==> config.mk <==
export PLATFORM = sky130hd
export DESIGN_NAME = hbm_ctrl
export DESIGN_NICKNAME = d
export VERILOG_FILES = /design/src/rtl/hbm_pkg.sv /design/src/rtl/hbm_rst_sync.sv /design/src/rtl/hbm_dead_timer.sv /design/src/rtl/hbm_ton_counter.sv /design/src/rtl/hbm_seq.sv /design/src/rtl/hbm_ctrl.sv
export SDC_FILE = /design/constraint.sdc
export NUM_CORES = 1
export LEC_CHECK = 0
export ABC_CLOCK_PERIOD_IN_PS = 1900
export BUFFER_PORTS_ARGS = -buffer_cell sky130_fd_sc_hd__buf_2
export CAP_MARGIN = 20
export CORE_MARGIN = 10
export CORE_UTILIZATION = 60
export DETAILED_ROUTE_END_ITERATION = 8
export PLACE_DENSITY = 0.8
export SYNTH_ARGS = -nofsm -noshare
export SYNTH_HDL_FRONTEND = slang
export SYNTH_SLANG_ARGS = --single-unit
==> constraint.sdc <==
create_clock -name clk -period 1.9 [get_ports clk]
set_clock_uncertainty 0.05 [all_clocks]
set_input_delay 0.19 -clock clk [delete_from_list [all_inputs] [get_ports clk]]
set_output_delay 0.19 -clock clk [all_outputs]
set_load 0.005 [all_outputs]
==> src/rtl/hbm_pkg.sv <==
package hbm_pkg;

  typedef enum logic [1:0] {
    PH_GAP_PRE_HI = 2'd0,
    PH_HI_ON      = 2'd1,
    PH_GAP_PRE_LO = 2'd2,
    PH_LO_ON      = 2'd3
  } hbm_phase_e;

endpackage

==> src/rtl/hbm_rst_sync.sv <==
module hbm_rst_sync #(
  parameter int STAGES = 2
) (
  input  logic clk,
  input  logic rst_n_i,
  output logic rst_n_o
);

  logic [STAGES-1:0] sh_q;

  generate
    if (STAGES == 1) begin : g_single
      always_ff @(posedge clk or negedge rst_n_i) begin
        if (!rst_n_i) sh_q <= '0;
        else          sh_q <= 1'b1;
      end
    end else begin : g_chain
      always_ff @(posedge clk or negedge rst_n_i) begin
        if (!rst_n_i) sh_q <= '0;
        else          sh_q <= {sh_q[STAGES-2:0], 1'b1};
      end
    end
  endgenerate

  assign rst_n_o = sh_q[STAGES-1];

endmodule

==> src/rtl/hbm_dead_timer.sv <==
module hbm_dead_timer #(
  parameter int DT_W = 6
) (
  input  logic            clk,
  input  logic            rst_n,
  input  logic            clr_i,
  input  logic            active_i,
  input  logic [DT_W-1:0] cfg_i,
  output logic            done_o
);

  localparam int LW = DT_W + 1;

  logic [DT_W-1:0] cnt_q, cnt_d;
  logic [DT_W-1:0] len_q, len_d;
  logic            len_we;
  logic [DT_W-1:0] cfg_eff;
  logic [DT_W-1:0] lim;

  // A zero setting still yields a one-cycle gap.
  always_comb begin
    cfg_eff = (cfg_i == '0) ? DT_W'(1) : cfg_i;
    // The first gap cycle uses the live setting; later cycles use the latched one.
    lim     = (cnt_q == '0) ? cfg_eff : len_q;
    done_o  = active_i && (({1'b0, cnt_q} + LW'(1)) == {1'b0, lim});
  end

  always_comb begin
    cnt_d  = cnt_q;
    len_d  = len_q;
    len_we = 1'b0;
    if (clr_i || !active_i) begin
      cnt_d = '0;
    end else begin
      if (cnt_q == '0) begin
        len_d  = cfg_eff;
        len_we = 1'b1;
      end
      cnt_d = done_o ? '0 : cnt_q + DT_W'(1);
    end
  end

  always_ff @(posedge clk or negedge rst_n) begin
    if (!rst_n) cnt_q <= '0;
    else        cnt_q <= cnt_d;
  end

  always_ff @(posedge clk or negedge rst_n) begin
    if (!rst_n)      len_q <= DT_W'(1);
    else if (len_we) len_q <= len_d;
  end

endmodule

==> src/rtl/hbm_ton_counter.sv <==
module hbm_ton_counter #(
  parameter int CNT_W = 12
) (
  input  logic             clk,
  input  logic             rst_n,
  input  logic             clr_i,
  input  logic             inc_i,
  input  logic             dec_i,
  output logic [CNT_W-1:0] cnt_o
);

  logic [CNT_W-1:0] cnt_q, cnt_d;
  logic             cnt_we;

  always_comb begin
    cnt_we = clr_i || inc_i || dec_i;
    if (clr_i)      cnt_d = '0;
    else if (inc_i) cnt_d = cnt_q + CNT_W'(1);
    else if (dec_i) cnt_d = cnt_q - CNT_W'(1);
    else            cnt_d = cnt_q;
  end

  always_ff @(posedge clk or negedge rst_n) begin
    if (!rst_n)      cnt_q <= '0;
    else if (cnt_we) cnt_q <= cnt_d;
  end

  assign cnt_o = cnt_q;

endmodule

==> src/rtl/hbm_seq.sv <==
module hbm_seq
  import hbm_pkg::*;
#(
  parameter int CNT_W   = 12,
  parameter int TON_DEF = 10
) (
  input  logic             clk,
  input  logic             rst_n,
  input  logic             en_i,
  input  logic             cmp_i,
  input  logic             gap_done_i,
  input  logic [CNT_W-1:0] cnt_i,
  output hbm_phase_e       phase_o,
  output logic             cnt_clr_o,
  output logic             cnt_inc_o,
  output logic             cnt_dec_o,
  output logic [CNT_W-1:0] ton_o
);

  localparam logic [CNT_W-1:0] CNT_MAX = '1;
  localparam logic [CNT_W-1:0] CNT_ONE = CNT_W'(1);
  localparam logic [CNT_W-1:0] TON_RST = CNT_W'(TON_DEF);

  hbm_phase_e       phase_q, phase_d;
  logic             reuse_q, reuse_d;
  logic [CNT_W-1:0] ton_q, ton_d;
  logic             ton_we;

  logic             first_hi;
  logic             reuse_now;
  logic [CNT_W-1:0] cnt_plus;
  logic             hi_end;
  logic             lo_end;

  // Interval-end decisions.
  always_comb begin
    first_hi  = (phase_q == PH_HI_ON) && (cnt_i == '0);
    reuse_now = first_hi ? cmp_i : reuse_q;
    cnt_plus  = cnt_i + CNT_ONE;
    hi_end    = 1'b0;
    if (phase_q == PH_HI_ON) begin
      if (reuse_now) hi_end = (cnt_plus == ton_q);
      else           hi_end = (cmp_i && !first_hi) || (cnt_plus == CNT_MAX);
    end
    lo_end = (phase_q == PH_LO_ON) && ((cnt_i == CNT_ONE) || (cnt_i == '0));
  end

  // Next phase.
  always_comb begin
    phase_d = phase_q;
    if (!en_i) begin
      phase_d = PH_GAP_PRE_HI;
    end else begin
      unique case (phase_q)
        PH_GAP_PRE_HI: if (gap_done_i) phase_d = PH_HI_ON;
        PH_HI_ON:      if (hi_end)     phase_d = PH_GAP_PRE_LO;
        PH_GAP_PRE_LO: if (gap_done_i) phase_d = PH_LO_ON;
        PH_LO_ON:      if (lo_end)     phase_d = PH_GAP_PRE_HI;
        default:                       phase_d = PH_GAP_PRE_HI;
      endcase
    end
  end

  // Repeat flag and stored on-time.
  always_comb begin
    reuse_d = (en_i && (phase_q == PH_HI_ON)) ? reuse_now : 1'b0;
    ton_we  = 1'b0;
    ton_d   = ton_q;
    if (!en_i) begin
      ton_we = 1'b1;
      ton_d  = TON_RST;
    end else if (hi_end && !reuse_now) begin
      ton_we = 1'b1;
      ton_d  = cnt_plus;
    end
  end

  // Counter steering.
  always_comb begin
    cnt_clr_o = !en_i || (phase_q == PH_GAP_PRE_HI);
    cnt_inc_o = en_i && (phase_q == PH_HI_ON);
    cnt_dec_o = en_i && (phase_q == PH_LO_ON) && (cnt_i != '0);
  end

  always_ff @(posedge clk or negedge rst_n) begin
    if (!rst_n) begin
      phase_q <= PH_GAP_PRE_HI;
      reuse_q <= 1'b0;
    end else begin
      phase_q <= phase_d;
      reuse_q <= reuse_d;
    end
  end

  always_ff @(posedge clk or negedge rst_n) begin
    if (!rst_n)      ton_q <= TON_RST;
    else if (ton_we) ton_q <= ton_d;
  end

  assign phase_o = phase_q;
  assign ton_o   = ton_q;

endmodule

==> src/rtl/hbm_ctrl.sv <==
module hbm_ctrl
  import hbm_pkg::*;
#(
  parameter int CNT_W     = 12,
  parameter int DT_W      = 6,
  parameter int TON_DEF   = 10,
  parameter int RST_STAGE = 2
) (
  input  logic             clk,
  input  logic             rst_n,
  input  logic             en,
  input  logic             cmp_trip,
  input  logic [DT_W-1:0]  dt_cfg,
  output logic             drv_hi,
  output logic             drv_lo,
  output logic             hi_start,
  output logic [CNT_W-1:0] ton_q
);

  logic             rst_n_s;
  hbm_phase_e       phase;
  logic             gap_active;
  logic             gap_done;
  logic             cnt_clr, cnt_inc, cnt_dec;
  logic [CNT_W-1:0] cnt;

  hbm_rst_sync #(.STAGES(RST_STAGE)) u_rst (
    .clk     (clk),
    .rst_n_i (rst_n),
    .rst_n_o (rst_n_s)
  );

  assign gap_active = en && ((phase == PH_GAP_PRE_HI) || (phase == PH_GAP_PRE_LO));

  hbm_dead_timer #(.DT_W(DT_W)) u_gap (
    .clk      (clk),
    .rst_n    (rst_n_s),
    .clr_i    (!en),
    .active_i (gap_active),
    .cfg_i    (dt_cfg),
    .done_o   (gap_done)
  );

  hbm_ton_counter #(.CNT_W(CNT_W)) u_cnt (
    .clk   (clk),
    .rst_n (rst_n_s),
    .clr_i (cnt_clr),
    .inc_i (cnt_inc),
    .dec_i (cnt_dec),
    .cnt_o (cnt)
  );

  hbm_seq #(.CNT_W(CNT_W), .TON_DEF(TON_DEF)) u_seq (
    .clk        (clk),
    .rst_n      (rst_n_s),
    .en_i       (en),
    .cmp_i      (cmp_trip),
    .gap_done_i (gap_done),
    .cnt_i      (cnt),
    .phase_o    (phase),
    .cnt_clr_o  (cnt_clr),
    .cnt_inc_o  (cnt_inc),
    .cnt_dec_o  (cnt_dec),
    .ton_o      (ton_q)
  );

  assign drv_hi   = en && (phase == PH_HI_ON);
  assign drv_lo   = en && (phase == PH_LO_ON);
  assign hi_start = drv_hi && (cnt == '0);

endmodule

==> results.md, run 1 <==
- R2r worst-path depth: 8
- Async set-or-reset flop fraction in the synthesized netlist: between 90% and 100%
- Syn Inst Count: about 320
- TritonCTS clock tree: done
- FILL cells: ~160
- Initial antenna violation count: 0
- Worst Setup EP: u_seq.phase_o[0]
- Die width: about 90 um
- Final cycle utilization of the critical path: 146%
- Setup slack after layout: -0.881 ns
- MaxCap Viol Count: 0
- Pin slew with the least headroom to its limit: a little over 0.5 ns
- Fin Hold WS: 0.0756 ns
- Rows: 25
- WP data required: between 2 and 2.5 ns
- Core Region: 4750 sq um
- Critical Path End Type: flop
- Synth warn: 0
- Failing checks: negative setup slack
- Top post-synthesis cells by area: dfrtp_1 (32%), xnor2_1 (6.2%), ha_1 (4.6%), nor2_1 (4.0%), mux2i_1 (3.4%)
- DRC: 0
- Worst hold start: en
- Crit Path Category: flop to flop
- Met2 usage: between 40 and 50%
- Gr ovfl total: 0
- Die Height: approximately 90 um
- Top FF cell, synth: dfrtp_1
- Switching power: just under 3000 uW
- Power per cell area: around 1500 nW/um^2
- Switch share: ~44%
- Fin. max-slew vios: 0
- Antenna Cells: 0
- Hpwl dp: 6300 um
- CTS Sinks: 41
- Int Pwr: about 3800 uW
- Yosys top cell by area: dfrtp_1
- Clock network power share: a little under 9%
- Mapped Area: slightly below 3000 sq um
- Clock root buffer: clkbuf_8
- I/O pins: 25
- Grt peak-use layer: met2
- Crit path DAT: 2.94 ns
- Vias: around 3.6k
- Fin nets: about 480
- ANT nets after route: 0
- Sequential share of power: 20.0%
- Register area share after synthesis: approximately a third
- Vias in the first global route: between 3k and 4k
- RD Place Congestion: between 0.8 and 0.9
- Total power: 6700 uW
- Post-synth top area share: between 30% and 40%
- Net Count, Synth: approximately 350
- Clk_lat worst skew: roughly 0.32 ns
- Post-synth EDFFs: 0
- #FFs+latches synth: 41
- First-pass GRT wire length: 16900 um
- Dpl cell area: between 3000 and 4000 sq um
- Wire length per cell: roughly 25 um
- Crit-path max FO: 5
- Gate power share: 71.1%
- Post-layout instance area: 4430 sq um
- Reg2Reg Setup Slack: -0.88 ns
- CTS Buf Count: 5
- Met3 usage: 5.57%
- Post-synth cell types: slightly below 60
- DR pass1 iterations: 9
- Final setup fails: 40
- Clock slew at reported path FFs: approximately 0.090 ns
- Fmax: approximately 360 MHz
- RSZ-0062 raised after global routing: true
- Starting DRT DRC Count: around 740
- Relative slew slack: around two thirds
- H-tree levels: 2
- Buffers added on ports: 24
- Syn avg cell area: between 9 and 10 sq um
- Area Growth Syn to Fin: 49.2%
- Initial Util: just over 60%
- Setup crit start kind: flop
- Met1 Use GR: ~30%
- Maximum vdd drop: between 1 and 1.5 mV
- Final hold vios: 0
- Routed WL: roughly 13000 um
- Largest net degree at the start of global routing: 40
- Critical R2R Launch: u_gap.cnt_q[2]
- GRT Total Usage: 25.2%
- Reg2reg end: u_seq.phase_o[0]
- Full die area: 8160 sq um
- Max clock buf depth: 2
- DR vias/cell: slightly below 7
- Fin crit period: 2.78 ns
- Hold Path Class: input pin to flop
- Critical path origin: u_gap.cnt_q[2]
- LEAKAGE: approximately 0.0020 uW
- Fraction of final layout cells sized beyond drive strength 1: a little under half
- Outcome: finished with violations
[cells by family after synthesis]
group / after synthesis / synth area share [%]
AOI/OAI and AO/OA: 66 / 15.8
other: 1 / 0.126
xor gates and xnor gates: 31 / 11.1
DFF: 41 / 34.7
muxes: 18 / 6.54
buffers and inverters: 35 / 4.72
adders and majority gates: 11 / 4.64
and+or+nand+nor: 121 / 22.4
[critical path: stages, from the launching register on]
cell and delay [ns]:
dfrtp_1 0.53, buf_4 0.20, nand4_1 0.21, or3_1 0.44
nand3_1 0.12, nand4b_1 0.20, o41ai_4 0.39, o211ai_1 0.26
mux2i_1 0.27
[stage by stage]
stage	cells	setup WS, ns	TNS, ns	utilization [%]
after floorplan	324	-0.615	-13.22	-
after global placement	490	-0.901	-13.26	80.7
after detailed placement	490	-0.896	-15.00	80.7
after CTS	508	-0.572	-14.80	86.7
after global routing	522	-0.930	-25.78	93.1
final	522	-0.881	-23.76	93.1
[repair_timing]
action,4_1_cts,5_1_grt
gates resized for setup,31,44
endpoints found under the setup margin,40,41
pin swaps,12,21
hold buffers,1,0
endpoints found under the hold margin,2,0
setup buffers,8,12
gates cloned,1,3
[flip-flops by register name (all words and copies together), names as in the netlist]
register / cells
u_gap.len_q: 6
u_cnt.cnt_o: 12
u_seq.phase_o: 2
u_seq.reuse_q: 1
u_seq.ton_o: 12
u_gap.cnt_q: 6
u_rst.sh_q: 2
[how the worst min path moves through the flow]
stage | end | slack, ns | cells past startpoint
finish | u_seq.ton_o[1] | 0.08 | 2
global route | u_seq.ton_o[1] | 0.08 | 2
CTS | u_seq.ton_o[1] | 0.06 | 2
detailed placement | u_rst.sh_q[0] | -0.07 | 1
global placement | u_rst.sh_q[0] | -0.07 | 1
floorplan | u_rst.sh_q[0] | -0.16 | 0
[Yosys cell counts (all sizes together) (8+ instances only)]
library cell / count
dfrtp: 38
nand4: 10
mux2: 8
mux2i: 10
or3: 13
nand3: 12
o21ai: 14
inv: 20
ha: 11
nand2: 15
xnor2: 21
nor2: 32
clkbuf: 13
a21oi: 19
[final cells by class]
| class | instances | area [sq um] | area share [%] |
|---|---|---|---|
| Clock buffer | 6 | 72.6 | 1.64 |
| Multi-Input combinational cell | 248 | 2050 | 46.4 |
| Inverter | 20 | 77.6 | 1.75 |
| Tap cell | 67 | 83.8 | 1.89 |
| Clock inverter | 2 | 10.0 | 0.226 |
| Sequential cell | 41 | 1030 | 23.3 |
| Timing Repair Buffer | 138 | 1090 | 24.7 |
[layer usage]
metal	wire length [um]	part of all wire (%)
met3	1760	14
met4	1010	7.8
met2	5690	44
met5	0	0
met1	4460	35
[power groups by stage]
stage | registers, uW | logic [uW] | clock network, uW
3_3_place_gp | 1280 | 3200 | 0
3_5_place_dp | 1300 | 3300 | 0
5_1_grt | 1360 | 4970 | 623
4_1_cts | 1290 | 3750 | 577
6_report | 1340 | 4770 | 594
2_1_floorplan | 1300 | 2060 | 0
[cell usage in the layout (no fill, tap or decap), types with 6 or more instances in the layout]
master,instances
mux2_2,7
nand2_1,10
buf_4,94
mux2i_1,9
or3_1,10
nor2_1,23
inv_1,16
xor2_1,6
o21ai_0,8
ha_1,8
nand4_1,10
dfrtp_1,36
a21oi_1,13
nor2_2,7
xnor2_1,18
nand3_1,12
buf_6,15
buf_2,24
(Power assumes the default switching activity.)
==> run 2: changes to the inputs <==
- PLACE_DENSITY: 0.8 -> unset
- PLACE_DENSITY_LB_ADDON: unset -> 0.25
==> results.md, run 2 (same netlist as run 1, synthesis figures left out) <==
- CP delay by family, top: buffers and inverters
- Area Growth Syn to Fin: 48.3%
- Critical path origin: u_cnt.cnt_o[0]
- Worst Hold Depth: 2
- Fin. max-slew vios: 0
- Maximum vdd drop: between 1 and 1.5 mV
- DR pass1 iterations: 6
- Final hold vios: 0
- Crit path DAT: about 3 ns
- Relative slew slack: a little under two thirds
- Fraction of final layout cells sized beyond drive strength 1: a little under half
- Die width: about 90 um
- Fin util: approximately 93%
- CTS Sinks: 41
- Max clock buf depth: 2
- Fin Hold WS: slightly below 0.08 ns
- Clock root buffer: clkbuf_8
- Vias in the first global route: between 3k and 4k
- Rows: 25
- RSZ-0062 raised after global routing: true
- Pin slew with the least headroom to its limit: around 0.54 ns
- Initial antenna violation count: 1
- Full die area: 8160 sq um
- Dpl cell area: 3840 sq um
- Total power: 6790 uW
- Core Region: roughly 4800 sq um
- ANT nets after route: 0
- Critical Path End Type: flop
- Reg2Reg Setup Slack: -0.98 ns
- Clock slew at reported path FFs: 0.08 ns
- Reg2reg end: u_seq.ton_o[6]
- Die Height: approximately 90 um
- Fmax: about 350 MHz
- Clk_lat worst skew: 0.32 ns
- DR vias/cell: 6.99
- Antenna Cells: 0
- Largest stage delay, worst path: approximately 0.4 ns
- Largest net degree at the start of global routing: 40
- Fin crit period: between 2 and 3 ns
- Outcome: finished with violations
- WHS Endpoint: u_seq.ton_o[1]
- Hpwl dp: approximately 6500 um
- Wire length per cell: between 20 and 30 um
- Buffers added on ports: 24
- LEAKAGE: 0.00200 uW
- Crit path buffers/inverters: 4
- TritonCTS clock tree: done
- Crit-path max FO: 6
- Initial Util: roughly 62%
- Commonest non-fill, non-tap cell in the layout: buf_4
- Post-layout instance area: roughly 4400 sq um
- RD Place Congestion: about 0.95
- Failing checks: negative setup slack
- WP data required: 2.02 ns
- R2r worst-path depth: 12
- Final cycle utilization of the critical path: 151%
- CP max-delay cell: dfrtp_1
- Gr ovfl total: 0
- DRC: 0
- Fin nets: 470
- MaxCap Viol Count: 0
- Vias: approximately 3.6k
- Hold Path Class: input pin to flop
- FILL cells: 181
- Final setup fails: 35
- CTS Buf Count: 5
- GRT Total Usage: around a quarter
- Crit path cell chain: buf_6 -> ha_4 -> nand4_1 -> buf_4 -> nor2_1 -> xnor2_1 -> o2111ai_2 -> a211oi_4 -> buf_4 -> clkbuf_16 -> mux2i_1 -> nor2_1
- First-pass GRT wire length: between 15000 and 20000 um
- Crit Path Category: flop to flop
- Power per cell area: between 1500 and 2000 nW/um^2
- Worst hold start: en
- Critical R2R Launch: u_cnt.cnt_o[0]
- Setup crit start kind: flop
- Commonest cells after routing, fill and taps aside: buf_4 (95), dfrtp_1 (36), nor2_1 (25)
- H-tree levels: 2
- Setup slack after layout: -0.975 ns
- I/O pins: 25
- Starting DRT DRC Count: 630
- Routed WL: roughly 13000 um
[run 2: cell count changes in the layout (fill, tap and decap cells not counted), moves of 2 or more]
cell	before	now
nor2_1	23	25
a21oi_2	5	3
a21oi_1	13	15
buf_6	15	9
mux2_2	7	1
mux2_4	1	7
nor2_2	7	5
[run 2: metal layers]
layer / track usage (%) / vias up / routed length, um
met3: 4.49 / 158 / 1530
met5: 0 / - / 13
met4: 10.3 / 2 / 1190
li1: - / 1406 / -
met1: 28.6 / 1656 / 4420
met2: 38.6 / 390 / 5870
[run 2: worst max-delay path by stage]
stage / slack, ns / to / cells after the start
finish: -0.98 / u_seq.ton_o[6] / 12
global route: -1.05 / u_seq.ton_o[6] / 12
CTS: -0.60 / u_seq.ton_o[9] / 8
detailed placement: -0.96 / u_seq.phase_o[0] / 9
global placement: -0.95 / u_seq.phase_o[1] / 9
floorplan: -0.61 / u_seq.ton_o[11] / 9
[run 2: power breakdown]
part	switching (uW)	internal [uW]	total, uW
registers	236	1110	1340
logic	2400	2310	4710
clock network	346	391	737
total	2980	3810	6790
[run 2: worst reg2reg max path: cells and delay by family (launching register included)]
kind            cells  cell delay [ns]
buf+inv             4             0.67
compound gates      2             0.57
simple gates        3             0.41
flops               1             0.40
mux                 1             0.26
xor+xnor            1             0.22
fa+ha+maj           1             0.16
[run 2: cell type report]
| class | count | area [sq um] | share of cell area (%) |
|---|---|---|---|
| multi-input combinational | 248 | 2060 | 46.9 |
| timing repair buffer | 133 | 1030 | 23.5 |
| sequential | 41 | 1030 | 23.5 |
| tap | 67 | 83.8 | 1.91 |
| inverter | 20 | 77.6 | 1.76 |
| clock buffer | 6 | 72.6 | 1.65 |
| clock inverter | 2 | 35.0 | 0.796 |
[run 2: what timing repair did]
| item | in CTS | in global routing |
|---|---|---|
| endpoints found under the setup margin | 41 | 41 |
| pin swaps | 8 | 18 |
| gates resized for setup | 31 | 40 |
| gates cloned | 1 | 2 |
| hold endpoints to repair | 2 | 0 |
| hold buffers | 1 | 0 |
| buffers inserted | 10 | 8 |
[run 2: through the flow]
| stage | worst slack, ns | setup TNS, ns | instances |
|---|---|---|---|
| final | -0.975 | -23.15 | 517 |
| after CTS | -0.598 | -15.52 | 509 |
| after floorplan | -0.615 | -13.22 | 324 |
| after detailed placement | -0.961 | -16.05 | 491 |
| after global placement | -0.949 | -14.20 | 491 |
| after global routing | -1.05 | -26.60 | 517 |
